--- config.mk ---
export PLATFORM = sky130hd
export DESIGN_NAME = mpu_pager
export DESIGN_NICKNAME = d
export VERILOG_FILES = /design/src/rtl/mpu_pkg.sv /design/src/rtl/mpu_io_decode.sv /design/src/rtl/mpu_bank_file.sv /design/src/rtl/mpu_mode_fsm.sv /design/src/rtl/mpu_pager.sv
export SDC_FILE = /design/constraint.sdc
export NUM_CORES = 1
export LEC_CHECK = 0
export BUFFER_PORTS_ARGS = -buffer_cell sky130_fd_sc_hd__buf_4
export CAP_MARGIN = 15
export CORE_MARGIN = 8
export CORE_UTILIZATION = 51
export CTS_CLUSTER_SIZE = 14
export DETAILED_ROUTE_END_ITERATION = 10
export PLACE_DENSITY = 0.82
export SYNTH_ARGS = -nofsm -noshare
export SYNTH_HDL_FRONTEND = slang
export SYNTH_SLANG_ARGS = --single-unit
export TNS_END_PERCENT = 20
--- constraint.sdc ---
create_clock -name clk -period 2.2 [get_ports clk]
set_clock_uncertainty 0.05 [all_clocks]
set_input_delay 0.44 -clock clk [delete_from_list [all_inputs] [get_ports clk]]
set_output_delay 0.44 -clock clk [all_outputs]
set_load 0.05 [all_outputs]
--- src/rtl/mpu_pkg.sv ---
package mpu_pkg;
    localparam int IO_DATA_W = 8;
    localparam int IO_ADDR_W = 8;

    typedef enum logic {
        MODE_BOOT  = 1'b0,
        MODE_PAGED = 1'b1
    } mode_e;
endpackage

--- src/rtl/mpu_io_decode.sv ---
module mpu_io_decode #(
    parameter int                                NUM_BANKS = 4,
    parameter logic [mpu_pkg::IO_ADDR_W-1:0]     IO_BASE   = 8'h78
) (
    input  logic [mpu_pkg::IO_ADDR_W-1:0] io_addr,
    input  logic                          io_wr,
    output logic [NUM_BANKS-1:0]          page_we,
    output logic                          mode_we
);
    localparam int BANK_BITS = $clog2(NUM_BANKS);
    localparam int AW        = mpu_pkg::IO_ADDR_W;

    logic in_window;
    logic to_mode;

    // The window spans two groups of NUM_BANKS ports: page registers, then the enable register
    assign in_window = io_wr && (io_addr[AW-1:BANK_BITS+1] == IO_BASE[AW-1:BANK_BITS+1]);
    assign to_mode   = io_addr[BANK_BITS];
    assign mode_we   = in_window && to_mode;

    for (genvar b = 0; b < NUM_BANKS; b++) begin : g_we
        assign page_we[b] = in_window && !to_mode && (io_addr[BANK_BITS-1:0] == BANK_BITS'(b));
    end
endmodule

--- src/rtl/mpu_bank_file.sv ---
module mpu_bank_file #(
    parameter int NUM_BANKS = 4,
    parameter int REG_BITS  = 7
) (
    input  logic                         clk,
    input  logic [NUM_BANKS-1:0]         page_we,
    input  logic [REG_BITS-1:0]          wdata,
    input  logic [$clog2(NUM_BANKS)-1:0] rd_bank,
    output logic [REG_BITS-1:0]          rd_page
);
    logic [REG_BITS-1:0] page_q [NUM_BANKS];

    // No reset: the boot mapping hides these registers until software loads them
    for (genvar b = 0; b < NUM_BANKS; b++) begin : g_reg
        always_ff @(posedge clk) begin
            if (page_we[b]) begin
                page_q[b] <= wdata;
            end
        end
    end

    assign rd_page = page_q[rd_bank];
endmodule

--- src/rtl/mpu_mode_fsm.sv ---
module mpu_mode_fsm (
    input  logic clk,
    input  logic rst_n,
    input  logic mode_we,
    input  logic mode_bit,
    output logic paging_on
);
    import mpu_pkg::*;

    mode_e state_q;
    mode_e state_d;

    always_ff @(posedge clk or negedge rst_n) begin
        if (!rst_n) begin
            state_q <= MODE_BOOT;
        end else begin
            state_q <= state_d;
        end
    end

    always_comb begin
        state_d = state_q;
        unique case (state_q)
            MODE_BOOT:  if (mode_we && mode_bit)  state_d = MODE_PAGED;
            MODE_PAGED: if (mode_we && !mode_bit) state_d = MODE_BOOT;
            default:    state_d = MODE_BOOT;
        endcase
    end

    always_comb begin
        unique case (state_q)
            MODE_BOOT:  paging_on = 1'b0;
            MODE_PAGED: paging_on = 1'b1;
            default:    paging_on = 1'b0;
        endcase
    end
endmodule

--- src/rtl/mpu_pager.sv ---
module mpu_pager #(
    parameter int                            NUM_BANKS = 4,
    parameter int                            CPU_AW    = 16,
    parameter int                            PAGE_BITS = 6,
    parameter logic [mpu_pkg::IO_ADDR_W-1:0] IO_BASE   = 8'h78
) (
    input  logic                          clk,
    input  logic                          rst_n,
    input  logic [mpu_pkg::IO_ADDR_W-1:0] io_addr,
    input  logic [mpu_pkg::IO_DATA_W-1:0] io_wdata,
    input  logic                          io_wr,
    input  logic [CPU_AW-1:0]             cpu_addr,
    input  logic                          mem_req,
    output logic [PAGE_BITS-1:0]          pa_hi,
    output logic                          flash_sel,
    output logic                          sram_sel
);
    localparam int BANK_BITS = $clog2(NUM_BANKS);
    localparam int REG_BITS  = PAGE_BITS + 1;

    logic [NUM_BANKS-1:0] page_we;
    logic                 mode_we;
    logic                 paging_on;
    logic [BANK_BITS-1:0] bank;
    logic [REG_BITS-1:0]  cur_page;
    logic                 off_board;
    logic                 in_sram;
    logic                 unused_bits;

    assign bank = cpu_addr[CPU_AW-1:CPU_AW-BANK_BITS];

    mpu_io_decode #(.NUM_BANKS(NUM_BANKS), .IO_BASE(IO_BASE)) u_dec (
        .io_addr (io_addr),
        .io_wr   (io_wr),
        .page_we (page_we),
        .mode_we (mode_we)
    );

    mpu_bank_file #(.NUM_BANKS(NUM_BANKS), .REG_BITS(REG_BITS)) u_banks (
        .clk     (clk),
        .page_we (page_we),
        .wdata   (io_wdata[REG_BITS-1:0]),
        .rd_bank (bank),
        .rd_page (cur_page)
    );

    mpu_mode_fsm u_fsm (
        .clk       (clk),
        .rst_n     (rst_n),
        .mode_we   (mode_we),
        .mode_bit  (io_wdata[0]),
        .paging_on (paging_on)
    );

    // Bit above the page number marks an off-board page; the top page bit picks SRAM
    assign off_board = paging_on && cur_page[REG_BITS-1];
    assign in_sram   = paging_on && cur_page[PAGE_BITS-1];
    assign pa_hi     = paging_on ? cur_page[PAGE_BITS-1:0] : '0;
    assign flash_sel = mem_req && !off_board && !in_sram;
    assign sram_sel  = mem_req && !off_board && in_sram;

    assign unused_bits = ^{io_wdata[mpu_pkg::IO_DATA_W-1:REG_BITS], cpu_addr[CPU_AW-BANK_BITS-1:0]};
endmodule

==> results.cfg <==
[logic_synthesis]
synthTopCellsByArea = edfxtp_1, mux4_2, and2_1
async_reset_ff_share_pct = 3.45
ys.flop_type = edfxtp_1
ys_top_cells_by_count = edfxtp_1, mux4_2, and2_1, and3b_1, mux2i_1
synth_nets = 96
synth-seq-area-share_pct = 73.8
syn_avg_cell_area_um2 = 19.6
synth-edff-count = 28
yosysWarningCount = 0
synth_cell_types = 22
synth_top_area_share_pct = 71.6
syn_inst = 60
synth.largest_area_cell = edfxtp_1
ys_seq_elements = 29
syn_area_mm2 = 0.00117
post-synth-top-count-cell = edfxtp_1

[global_routing]
grt_overflow = 0
antenna_found_initial = 0
first_global_vias = 792
grt_pass1_wl_um = 3610
grt_max_degree = 10
grtUsageTotal_pct = 11.5

[sta]
period_share_pct = 93.7
relSlewSlack_pct = 66.7
worst_pin_slew_ns = 0.494
finalWorstSetupSlack_ns = 0.139
hold_viol_final = 0
rsz0062_at_grt = no
fmax_mhz = 485
setup_viol = 0
fin_hold_ws_ns = 0.269
slew_viol_final = 0
period_needed_ns = 2.06
tns_ns = 0

[finish]
fillers = 152
fin_util_pct = 67.7
syn_to_final_growth_pct = 26.4
diodes = 0
biggestRegsByFlops = u_banks.page_q (28)
final_cells = 125
largest-register = u_banks.page_q
drive_above_1_share_pct = 47.4
largest_register_ff_count = 28
finalNetCount = 132

[clocking]
cts_max_level = 2
numCtsBuffers = 5
clock_latency_ns = 0.31
tritoncts = yes
holdBufCountCts = 1
postCtsSetupBuffers = 0
clkTransAtPathRegs_ns = 0.09
cts_resized = 0
cts_root_buffer = clkbuf_4
cts_buffer_depth = 2
clock-sinks = 29

[die]
die_x_um = 64.0
fp.coreArea_mm2 = 0.00219
die_area_mm2 = 0.00409
start_util_pct = 53.6
num_rows = 17
die_y_um = 64.0
ios = 44

[placed_design]
dp_cells = 116
place.gp.congestion = 0.654
dp_hpwl_um = 1660
pre_cts_slack_ns = 0.131
port_buffers = 28

[setup_path]
cp-end-kind = output port
crit_type = reg -> out
cp_num_buf_inv = 2
critical_path.max_fanout = 2
max_stage_delay_ns = 0.48
required_ns = 1.71
cp_slowest_cell = mux4_2
cp_top_family = multiplexers
path_cells = mux4_2, nand2_2, inv_2, nor2_4, buf_4
crit_path_start_kind = flop
arrival_ns = 1.57

[detailed_routing]
vias = 662
drtPass1Iterations = 4
drt_wl_total_um = 2120
viasPerCell = 5.30
drc_errors = 0
drt-wirelength-per-cell_um = 17.0
ant_nets = 0
drtIter0Drc = 26

[min_path]
hold_class = in -> reg

[power]
ir_worst_vdd_v = 0.000546
leakage_nw = 0.564
p_per_area_mw_per_mm2 = 692

[flow_run]
maxCapViolCount = 0

[outcome]
status = finished, final reports clean
layer usage:
layer | up-vias | GRT usage, % | share of wire [%] | wire length, µm
met3 | 3 | 6.10 | 9.3 | 197
met2 | 29 | 18.1 | 49 | 1040
met1 | 319 | 12.5 | 40 | 860
li1 | 311 | - | - | -
met5 | - | 0 | 0 | 0
met4 | 0 | 5.85 | 1.2 | 25
placed cells by master (no fill, tap or decap):
| cell type | n |
|---|---|
| mux2_2 | 1 |
| clkinv_2 | 1 |
| nor3b_1 | 1 |
| and2_1 | 5 |
| nor4b_1 | 1 |
| inv_1 | 1 |
| nor4_1 | 1 |
| edfxtp_1 | 28 |
| and3_1 | 1 |
| dlygate4sd3_1 | 1 |
| nand2b_1 | 1 |
| mux4_2 | 6 |
| and3b_1 | 2 |
| nand4_1 | 1 |
| clkbuf_4 | 5 |
| o221ai_1 | 1 |
| nor2_4 | 1 |
| nor2_1 | 1 |
| nand2_1 | 1 |
| mux2i_1 | 2 |
| nand2_2 | 1 |
| buf_4 | 30 |
| dfrtp_1 | 1 |
| clkinv_1 | 2 |
| inv_2 | 1 |
per-stage QoR:
| stage | total power, mW | cell area, µm² |
|---|---|---|
| after floorplan | 0.701 | 1180 |
| after global placement | 0.758 | 1420 |
| after detailed placement | 0.761 | 1420 |
| after CTS | 1.04 | 1480 |
| after global routing | 1.07 | 1480 |
| final | 1.03 | 1480 |
cell families after synthesis:
logic type / Yosys count / synth area share [%]
AND/OR/NAND/NOR: 17 / 9.38
multiplexers: 9 / 14.2
buffers and inverters: 4 / 1.92
AO/OA/AOI/OAI: 1 / 0.746
flip-flops: 29 / 73.8
path summary, 6_finish.rpt:
check                                                from                        endpoint  slack (ns)  cells after the start
min in group asynchronous                           rst_n      asynchronous set/reset pin        0.37                      2
max                        u_banks.page_q[3][5]$_DFFE_PP_                       flash_sel        0.14                      5
max reg2reg                                          flop                            flop        1.18                      2
max in group asynchronous                           rst_n      asynchronous set/reset pin        1.65                      2
min reg2reg                                          flop                            flop        0.71                      2
min                                           io_wdata[3]  u_banks.page_q[1][3]$_DFFE_PP_        0.27                      1
area by class of cell:
| cell class | count | area [µm²] | area share (%) |
|---|---|---|---|
| multi-input cells | 27 | 290 | 19.6 |
| repair buffers | 31 | 235 | 15.9 |
| clock buffers | 5 | 37.5 | 2.53 |
| flip-flops and latches | 29 | 866 | 58.3 |
| clock inverters | 3 | 12.5 | 0.843 |
| well taps | 28 | 35.0 | 2.36 |
| inverters | 2 | 7.51 | 0.506 |
where the power goes:
group / switching [mW] / internal, mW / total [mW]
registers: 0.00334 / 0.608 / 0.611
logic: 0.0753 / 0.0608 / 0.136
clock network: 0.164 / 0.115 / 0.279
No activity file was read; power rests on OpenSTA's default activity.
